==> config.mk <==
export PLATFORM = sky130hd
export DESIGN_NAME = spis_top
export DESIGN_NICKNAME = d
export VERILOG_FILES = /design/src/rtl/spis_pkg.sv /design/src/rtl/spis_sync.sv /design/src/rtl/spis_shift.sv /design/src/rtl/spis_regs.sv /design/src/rtl/spis_top.sv
export SDC_FILE = /design/constraint.sdc
export NUM_CORES = 1
export LEC_CHECK = 0
export BUFFER_PORTS_ARGS = -buffer_cell sky130_fd_sc_hd__buf_2
export CAP_MARGIN = 20
export CORE_MARGIN = 8
export CORE_UTILIZATION = 50
export DETAILED_ROUTE_END_ITERATION = 12
export PLACE_DENSITY_LB_ADDON = 0.3
export SLEW_MARGIN = 30
export SYNTH_ARGS = -nofsm -noshare
export SYNTH_HDL_FRONTEND = slang
export SYNTH_SLANG_ARGS = --single-unit
==> constraint.sdc <==
create_clock -name clk -period 1.6 [get_ports clk]
set_input_delay 0.08 -clock clk [delete_from_list [all_inputs] [get_ports clk]]
set_output_delay 0.08 -clock clk [all_outputs]
set_load 0.03 [all_outputs]
==> src/rtl/spis_pkg.sv <==
// Shared types for the serial slave.
// Assumes: nothing beyond the definitions below.
package spis_pkg;

    // Framing phase: where a bit is sampled relative to the leading edge.
    typedef enum logic {
        PH_SAMPLE_LEAD = 1'b0,
        PH_DRIVE_LEAD  = 1'b1
    } phase_e;

    // Bus input bundle in synchroniser order.
    typedef struct packed {
        logic sel_n;
        logic sck;
        logic mosi;
    } bus_t;

endpackage

==> src/rtl/spis_sync.sv <==
// Multi-stage synchroniser, one independent flop chain per input bit.
// Assumes: STAGES >= 2; inputs are asynchronous single bits.
module spis_sync #(
    parameter int          WIDTH   = 3,
    parameter int          STAGES  = 2,
    parameter logic [WIDTH-1:0] RST_VAL = '0
) (
    input  logic             clk,
    input  logic             rst_n,
    input  logic [WIDTH-1:0] d,
    output logic [WIDTH-1:0] q
);

    for (genvar i = 0; i < WIDTH; i++) begin : g_bit
        logic [STAGES-1:0] chain;

        // Shift the raw bit through the flop chain.
        always_ff @(posedge clk) begin
            if (!rst_n) chain <= {STAGES{RST_VAL[i]}};
            else        chain <= {chain[STAGES-2:0], d[i]};
        end

        assign q[i] = chain[STAGES-1];
    end

endmodule

==> src/rtl/spis_shift.sv <==
// Bus-side shift engine. It detects serial clock edges in the system clock
// domain, shifts data in and out, and frames bytes by phase.
// Assumes: synchronised inputs, system clock >= 4x serial clock, and phase
// held constant while selected.
module spis_shift
    import spis_pkg::*;
#(
    parameter int DATA_W = 8
) (
    input  logic              clk,
    input  logic              rst_n,
    input  logic              cpol,
    input  phase_e            phase,
    input  logic              sel_n_s,
    input  logic              sck_s,
    input  logic              mosi_s,
    input  logic [DATA_W-1:0] tx_word,
    input  logic              tx_valid,
    output logic              load_o,
    output logic              done_o,
    output logic [DATA_W-1:0] rx_word_o,
    output logic              miso_o,
    output logic              oe_o
);

    localparam int             CNT_W = $clog2(DATA_W);
    localparam logic [CNT_W-1:0] LAST = CNT_W'(DATA_W - 1);

    logic              sck_q, sel_q;
    logic              active, sel_fall, lead, trail;
    logic              sample, shift, load, done;
    logic              locked;
    logic [CNT_W-1:0]  bit_cnt;
    logic [DATA_W-1:0] tx_sh, rx_sh, rx_next, fill;

    // Keep one-cycle history of clock and select for edge detection.
    always_ff @(posedge clk) begin
        if (!rst_n) begin
            sck_q <= 1'b0;
            sel_q <= 1'b1;
        end else begin
            sck_q <= sck_s;
            sel_q <= sel_n_s;
        end
    end

    // Decode edges and the per-phase shift, sample and load events.
    always_comb begin
        active   = !sel_n_s;
        sel_fall = sel_q && !sel_n_s;
        lead     = active && (sck_q == cpol) && (sck_s != cpol);
        trail    = active && (sck_q != cpol) && (sck_s == cpol);
        rx_next  = {rx_sh[DATA_W-2:0], mosi_s};
        fill     = tx_valid ? tx_word : '0;
        if (phase == PH_SAMPLE_LEAD) begin
            load   = sel_fall;
            sample = lead && !locked;
            shift  = trail && !locked;
        end else begin
            load   = lead && (bit_cnt == '0);
            sample = trail;
            shift  = lead && (bit_cnt != '0);
        end
        done = sample && (bit_cnt == LAST);
    end

    // Run the shifters and bit counter; hold the counter at zero when idle.
    always_ff @(posedge clk) begin
        if (!rst_n) begin
            tx_sh   <= '0;
            rx_sh   <= '0;
            bit_cnt <= '0;
            locked  <= 1'b0;
        end else if (!active) begin
            bit_cnt <= '0;
            locked  <= 1'b0;
        end else begin
            if (load)
                tx_sh <= fill;
            else if (done && phase == PH_SAMPLE_LEAD)
                tx_sh <= '0;
            else if (shift)
                tx_sh <= {tx_sh[DATA_W-2:0], 1'b0};
            if (sample) begin
                rx_sh   <= rx_next;
                bit_cnt <= done ? '0 : bit_cnt + 1'b1;
            end
            if (done && phase == PH_SAMPLE_LEAD)
                locked <= 1'b1;
        end
    end

    // Register the output enable from the synchronised select.
    always_ff @(posedge clk) begin
        if (!rst_n) oe_o <= 1'b0;
        else        oe_o <= active;
    end

    assign load_o    = load;
    assign done_o    = done;
    assign rx_word_o = rx_next;
    assign miso_o    = tx_sh[DATA_W-1];

endmodule

==> src/rtl/spis_regs.sv <==
// Processor-side registers: transmit holding register with an empty flag,
// and a receive register with full and overrun flags.
// Assumes: strobes are single-cycle and synchronous to clk.
module spis_regs #(
    parameter int DATA_W = 8
) (
    input  logic              clk,
    input  logic              rst_n,
    input  logic              wr,
    input  logic [DATA_W-1:0] wr_data,
    input  logic              wr_allow,
    input  logic              rd,
    input  logic              load,
    input  logic              done,
    input  logic [DATA_W-1:0] rx_word,
    output logic              accept,
    output logic [DATA_W-1:0] txd,
    output logic              tx_empty,
    output logic [DATA_W-1:0] rx_data,
    output logic              rx_full,
    output logic              overrun
);

    assign accept = wr && wr_allow;

    // Capture accepted writes; mark the register empty when the shifter loads it.
    always_ff @(posedge clk) begin
        if (!rst_n) begin
            txd      <= '0;
            tx_empty <= 1'b1;
        end else if (accept) begin
            txd      <= wr_data;
            tx_empty <= 1'b0;
        end else if (load) begin
            tx_empty <= 1'b1;
        end
    end

    // Store completed bytes and keep the full and overrun flags.
    always_ff @(posedge clk) begin
        if (!rst_n) begin
            rx_data <= '0;
            rx_full <= 1'b0;
            overrun <= 1'b0;
        end else if (done) begin
            rx_data <= rx_word;
            rx_full <= 1'b1;
            overrun <= rd ? 1'b0 : (overrun || rx_full);
        end else if (rd) begin
            rx_full <= 1'b0;
            overrun <= 1'b0;
        end
    end

endmodule

==> src/rtl/spis_top.sv <==
// Serial peripheral slave top. It synchronises the bus inputs, runs the
// shift engine and exposes the processor-side registers. Phase-0 writes are
// blocked while the synchronised select is low.
// Assumes: system clock >= 4x serial clock; cpol/cpha are changed only while
// deselected.
module spis_top
    import spis_pkg::*;
#(
    parameter int DATA_W      = 8,
    parameter int SYNC_STAGES = 2
) (
    input  logic              clk,
    input  logic              rst_n,
    input  logic              cpol,
    input  logic              cpha,
    input  logic              sck_in,
    input  logic              mosi_in,
    input  logic              sel_n_in,
    output logic              miso_out,
    output logic              miso_oe,
    input  logic              tx_wr,
    input  logic [DATA_W-1:0] tx_data,
    output logic              tx_empty,
    input  logic              rx_rd,
    output logic [DATA_W-1:0] rx_data,
    output logic              rx_full,
    output logic              overrun,
    output logic              irq
);

    localparam int BUS_W = $bits(bus_t);

    bus_t              bus_raw, bus_s;
    phase_e            phase;
    logic              sel_n_s;
    logic              load_pulse, byte_done, tx_accept, wr_allow;
    logic [DATA_W-1:0] rx_word, txd_q;

    assign bus_raw = '{sel_n: sel_n_in, sck: sck_in, mosi: mosi_in};
    assign phase   = phase_e'(cpha);
    assign sel_n_s = bus_s.sel_n;

    spis_sync #(
        .WIDTH   (BUS_W),
        .STAGES  (SYNC_STAGES),
        .RST_VAL (BUS_W'(3'b100))
    ) u_sync (
        .clk   (clk),
        .rst_n (rst_n),
        .d     (bus_raw),
        .q     (bus_s)
    );

    spis_shift #(.DATA_W(DATA_W)) u_shift (
        .clk       (clk),
        .rst_n     (rst_n),
        .cpol      (cpol),
        .phase     (phase),
        .sel_n_s   (sel_n_s),
        .sck_s     (bus_s.sck),
        .mosi_s    (bus_s.mosi),
        .tx_word   (txd_q),
        .tx_valid  (!tx_empty),
        .load_o    (load_pulse),
        .done_o    (byte_done),
        .rx_word_o (rx_word),
        .miso_o    (miso_out),
        .oe_o      (miso_oe)
    );

    // Phase 0 locks out transmit writes for the whole select window.
    assign wr_allow = !(phase == PH_SAMPLE_LEAD && !sel_n_s);

    spis_regs #(.DATA_W(DATA_W)) u_regs (
        .clk      (clk),
        .rst_n    (rst_n),
        .wr       (tx_wr),
        .wr_data  (tx_data),
        .wr_allow (wr_allow),
        .rd       (rx_rd),
        .load     (load_pulse),
        .done     (byte_done),
        .rx_word  (rx_word),
        .accept   (tx_accept),
        .txd      (txd_q),
        .tx_empty (tx_empty),
        .rx_data  (rx_data),
        .rx_full  (rx_full),
        .overrun  (overrun)
    );

    assign irq = rx_full;

endmodule

==> results_dict.tcl, run 1 <==
set metrics [dict create \
    rows 22 \
    yosysTopAreaCell "dfxtp_1" \
    hpwl_um 2580 \
    wl_um 3710 \
    yosys_warnings 0 \
    use_met2_pct 20.5 \
    core_area_um2 3720 \
    syn_nets 218 \
    hold_path_class "in -> reg" \
    worst_pin_slew_ns 0.439 \
    rsz0062_at_grt "true" \
    insertion_delay_ns 0.29 \
    grt_max_degree 26 \
    antenna-diode-count 0 \
    synth.avg_cell_area_um2 9.83 \
    min-delay-start "tx_data[6]" \
    worst_setup_path_start_kind "register" \
    final_antenna_net_count 0 \
    clk_pin_slew_ns 0.08 \
    final_cells 289 \
    grt_overflow_total 0 \
    cts_buffers 5 \
    path_cells "inv_2, ha_4, nor2b_4, or4b_4, o22ai_4, nand2_1, a21oi_1" \
    synth_compound_area_share_pct 17.2 \
    via_count 1489 \
    netSwitchingPower_mw 0.482 \
    critical_path.max_stage_delay_ns 0.47 \
    p_seq_share_pct 54.8 \
    grt_pass1_vias 1473 \
    antenna_found_initial 0 \
    grt_util_met3_pct 3.64 \
    combPwrFrac_pct 6.9 \
    fmax_mhz 593 \
    synth_edf_count 0 \
    p_int_mw 1.74 \
    synthAdderAreaFrac_pct 1.93 \
    maxCapViolCount 0 \
    async_reset_ff_share_pct 0 \
    cp_slowest_cell "or4b_4" \
    pwr-share-clk_pct 38.3 \
    initial_core_util_pct 52.4 \
    io_buffers 30 \
    r2r_start "u_shift.bit_cnt[0]$_SDFFE_PP0N_" \
    chipWidth_um 78.4 \
    rrSetupSlack_ns -0.09 \
    synth_mux_area_share_pct 8.23 \
    violations "negative setup slack" \
    p_leak_nw 1.06 \
    slew_headroom_pct 70.7 \
    nets 260 \
    die_y_um 78.4 \
    synth_xor_area_share_pct 0 \
    finalHoldViolCount 0 \
    p_sw_share_pct 21.7 \
    syn_inst 198 \
    fin_ws_ns -0.0857 \
    p_total_mw 2.22 \
    layout-drive-gt1-share_pct 30.7 \
    report.final.setup_viol 8 \
    status "finished, violations left" \
    crit_buf_inv 1 \
    crit_fanout 8 \
    cts.path.max_buffers 2 \
    track_usage_pct 12.4 \
    finalWeightedCongestion 0.795 \
    netlist_area_um2 1950 \
    period_share_pct 105 \
    synth.area.top_cells "dfxtp_1, mux2i_1, o21ai_0, nor2b_1, nand2_1" \
    synth_seq_cells 47 \
    fin_setup_tns_ns -0.473 \
    drc_errors 0 \
    period_needed_ns 1.69 \
    grt_busiest_layer "met2" \
    cts.sinks 47 \
    yosysSeqAreaShare_pct 48.3 \
    end_kind "register" \
    ir_worst_vdd_mv 0.678 \
    synth_cell_types 42 \
    post-route-util_pct 65.3 \
    syn2layout_area_growth_pct 24.6 \
    dieArea_um2 6150 \
    power.density_nw_per_um2 914 \
    synth_top_family_by_area "simple AND/OR/NAND/NOR gates" \
    cpLargestDelayFamily "simple AND/OR/NAND/NOR gates" \
    viasPerCell 5.15 \
    crit_type "reg -> reg" \
    finClkSkew_ns 0.00442 \
    cts_tree "done" \
    worstPathRequired_ns 1.83 \
    dp_cells 275 \
    startpoint "u_shift.bit_cnt[0]$_SDFFE_PP0N_" \
    synth.top_cell.area_share_pct 48.3 \
    worstPathArrival_ns 1.92 \
    synth-simple-area-share_pct 19.4 \
    drtPass1Iterations 4 \
    initialDrtViolationCount 89 \
    drv_slew 0 \
    htreeDepth 2 \
    root_buffer "clkbuf_8" \
    grt_pass1_wl_um 6420 \
    pin_count 31 \
    wl_per_cell_um 12.8 \
    grt_util_met1_pct 15.0 \
    synth_top_flop_cell "dfxtp_1" \
]
## final cells by class
class	count	area [um2]
Clock buffer	5	68.8
Clock inverter	3	43.8
Fill cell	310	1290
Inverter	7	28.8
Multi-Input combinational cell	133	971
Sequential cell	47	948
Tap cell	48	60.1
Timing Repair Buffer	46	305
## kinds of logic after synthesis
family | Yosys count
buf+inv | 18
compound gates | 49
fa+ha+maj | 3
flops | 47
simple gates | 65
mux | 16
## worst register-to-register path, delay by kind of cell, from the launching register on
| kind | cells | cell delay, ns |
|---|---|---|
| and+or+nand+nor | 3 | 0.68 |
| AOI/OAI and AO/OA | 2 | 0.41 |
| DFF | 1 | 0.33 |
| adders and majority gates | 1 | 0.12 |
| buffers and inverters | 1 | 0.07 |
## cells in the mapped netlist, types with 2 or more instances
cell,count
a31oi_1,2
dfxtp_1,47
a41o_1,2
nand3_1,7
nor2b_1,16
nand2_1,16
ha_1,3
buf_4,2
mux2i_1,16
o21ai_0,23
and2_1,6
clkbuf_1,4
nor2_1,3
buf_2,2
nor3b_1,4
a21oi_1,9
buf_6,2
o211ai_1,2
nand2b_1,4
inv_1,6
## what timing repair did
| action | CTS | global route |
|---|---|---|
| buffers inserted | 1 | 1 |
| pin swaps | 8 | 4 |
| endpoints found under the setup margin | 12 | 21 |
| hold endpoints to repair | 4 | 0 |
| hold buffers | 4 | 0 |
| gates resized for setup | 7 | 14 |
## flip-flops by register name (all words and copies together), names as in the netlist, 3 cells and up
register / flops
u_regs.rx_data: 8
u_shift.tx_sh: 8
u_shift.bit_cnt: 3
u_shift.rx_sh: 7
u_sync.g_bit.chain: 6
u_regs.txd: 8
## per-stage QoR
step	worst slack [ns]	hold slack [ns]	cell area, um2
2_1_floorplan	0.00403	0.156	1950
3_3_place_gp	-0.0289	0.260	2200
3_5_place_dp	-0.0655	0.262	2200
5_1_grt	-0.173	0.0433	2430
4_1_cts	-0.0837	0.0258	2380
6_report	-0.0857	0.0318	2430
## worst paths after layout
kind,to,cells after the start
worst min-delay path,u_regs.txd[6]$_SDFFE_PN0P_,3
worst min register to register,u_sync.g_bit[2].chain[1]$_SDFF_PN1_,1
worst max-delay path,u_shift.tx_sh[3]$_SDFFE_PN0P_,7
worst max register to register,u_shift.tx_sh[3]$_SDFFE_PN0P_,7
## metal layers
metal	vias up	part of all wire, %
li1	770	-
met1	687	50
met2	27	45
met3	5	4.2
met4	0	1.3
met5	-	0
## layout by cell type (no fill, tap or decap), types with 3 or more instances in the layout
cell type | netlist | routed
and2_1 | 6 | 6
buf_2 | 2 | 30
nor2_1 | 3 | 3
o21ai_1 | 1 | 4
nor2b_1 | 16 | 16
buf_4 | 2 | 10
dlygate4sd3_1 | 0 | 4
inv_1 | 6 | 4
a21oi_1 | 9 | 8
nand2_1 | 16 | 15
o21ai_0 | 23 | 20
clkbuf_8 | 0 | 5
dfxtp_1 | 47 | 43
nand2b_1 | 4 | 4
nand3_1 | 7 | 7
dfxtp_2 | 0 | 3
mux2i_1 | 16 | 16
## power groups by stage
stage,Sequential [mW],Clock [mW],Combinational (mW)
2_1_floorplan,1.25,0,0.0885
3_3_place_gp,1.24,0,0.139
3_5_place_dp,1.24,0,0.142
4_1_cts,1.22,0.878,0.150
5_1_grt,1.22,0.912,0.168
6_report,1.22,0.850,0.153
Note: power is estimated with default switching activity, not from simulation.
==> inputs of run 2 (changes only) <==
clock period = 2.15 ns   (was 1.6 ns; I/O delays follow)
==> run 2 against run 1 <==
Compared with the run above: the run now ends clean; largest cell class is now flip-flops and latches; global-route usage decreased by 0.41 points; utilization down 4.8 points; combinational power shrank 35%; power shrank 26%; die area is the same; clock skew is 0.0050 ns higher; via count decreased by 3.6%; worst hold slack worse by 0.016 ns; clock-buffer cell count did not move.
==> results_dict.tcl, run 2 (synthesis results as in run 1) <==
set metrics [dict create \
    antenna-diode-count 0 \
    slew_headroom_pct 62.2 \
    crit_fanout 8 \
    grt_pass1_wl_um 6120 \
    cts_buffers 5 \
    grt_overflow_total 0 \
    p_leak_nw 0.984 \
    power.density_nw_per_um2 732 \
    hpwl_um 2490 \
    fmax_mhz 540 \
    wl_um 3510 \
    final_antenna_net_count 0 \
    drtPass1Iterations 4 \
    pin_count 31 \
    wl_per_cell_um 12.6 \
    die_y_um 78.4 \
    crit_buf_inv 1 \
    end_kind "register" \
    status "complete, no violations" \
    antenna_found_initial 0 \
    htreeDepth 2 \
    rows 22 \
    io_buffers 30 \
    grt_max_degree 29 \
    root_buffer "clkbuf_8" \
    clk_pin_slew_ns 0.09 \
    track_usage_pct 12.0 \
    grt_pass1_vias 1388 \
    layout-drive-gt1-share_pct 22.2 \
    final_cell_mix "dfxtp_1, buf_2, o21ai_0" \
    dieArea_um2 6150 \
    fin_ws_ns 0.298 \
    period_needed_ns 1.85 \
    insertion_delay_ns 0.30 \
    worst_setup_path_start_kind "register" \
    reg.largest.list "u_regs.rx_data: 8 flops, u_regs.txd: 8 flops, u_shift.tx_sh: 8 flops" \
    via_count 1435 \
    finClkSkew_ns 0.00940 \
    maxCapViolCount 0 \
    path_cells "inv_1, ha_1, nor2b_2, or4b_4, o22ai_4, nand2_1, a21oi_1" \
    rsz0062_at_grt "false" \
    cpLargestDelayFamily "simple AND/OR/NAND/NOR gates" \
    dpl_worst_slack_ns 0.327 \
    cts.path.max_buffers 2 \
    chipWidth_um 78.4 \
    core_area_um2 3720 \
    initialDrtViolationCount 90 \
    cp_slowest_cell "or4b_4" \
    ir_worst_vdd_mv 0.440 \
    layout_commonest_cell "dfxtp_1" \
    finalHoldViolCount 0 \
    report.final.setup_viol 0 \
    cts.sinks 47 \
    worstPathRequired_ns 2.38 \
    worstPathArrival_ns 2.08 \
    cts_setup_buffers 0 \
    critical_path.max_stage_delay_ns 0.50 \
    crit_type "reg -> reg" \
    finalWeightedCongestion 0.757 \
    drc_errors 0 \
    viasPerCell 5.16 \
    period_share_pct 86.1 \
    fin_setup_tns_ns 0 \
    syn2layout_area_growth_pct 15.5 \
    worst_pin_slew_ns 0.568 \
    drv_slew 0 \
    hold_path_class "in -> reg" \
    initial_core_util_pct 52.4 \
    nets 249 \
    cts_tree "done" \
    n_fill_cell 343 \
]
==> run 2: cell types whose count changed in the layout (fill, tap and decap cells not counted), sizes merged <==
cell / previous run / this run
buf: 42 / 32
dlygate4sd3: 4 / 3
==> run 2: worst paths after layout <==
check | cells past startpoint | slack (ns) | startpoint | end
hold reg to reg | 1 | 0.44 | u_sync.g_bit[2].chain[0]$_SDFF_PN1_ | u_sync.g_bit[2].chain[1]$_SDFF_PN1_
setup / recovery | 7 | 0.30 | u_shift.bit_cnt[0]$_SDFFE_PP0N_ | u_shift.tx_sh[4]$_SDFFE_PN0P_
setup reg to reg | 7 | 0.30 | u_shift.bit_cnt[0]$_SDFFE_PP0N_ | u_shift.tx_sh[4]$_SDFFE_PN0P_
hold / removal | 2 | 0.02 | sck_in | u_sync.g_bit[1].chain[0]$_SDFF_PN0_
==> run 2: layer usage <==
metal  vias to the layer above  part of all wire [%]  global-route usage (%)
li1                        753                     -                       -
met1                       644                    49                    14.4
met2                        31                    43                    18.9
met3                         7                   6.3                    4.56
met4                         0                   1.7                    5.00
met5                         -                     0                       0
==> run 2: report_power, final <==
part	internal, mW	switching, mW	total (mW)	leakage, nW
clock	0.346	0.293	0.639	0.0581
combinational	0.0462	0.0529	0.0991	0.543
sequential	0.893	0.0144	0.907	0.383
total	1.29	0.360	1.65	0.984
==> run 2: what timing repair did <==
item | 4_1_cts | 5_1_grt
hold buffers | 2 | 1
gates resized for setup | 0 | 0
hold endpoints to repair | 2 | 1
==> run 2: final cells by class <==
cell class              count  area (um2)  share of cell area [%]
clock buffers               5        68.8                    3.06
clock inverters             3        43.8                    1.95
inverters                   7        28.8                    1.28
multi-input cells         133         911                    40.5
flip-flops and latches     47         941                    41.8
well taps                  48        60.1                    2.67
repair buffers             35         195                    8.68
==> run 2: per-stage QoR <==
step | utilization (%) | cells | area, um2 | power [mW] | hold WS [ns]
after detailed placement | 56.7 | 267 | 2110 | 1.02 | 0.284
after CTS | 60.2 | 277 | 2240 | 1.66 | 0.000265
after global placement | 56.7 | 267 | 2110 | 1.02 | 0.289
after global routing | 60.5 | 278 | 2250 | 1.71 | 0.0206
after floorplan | - | 198 | 1950 | 0.994 | 0.184
final | 60.5 | 278 | 2250 | 1.65 | 0.0156
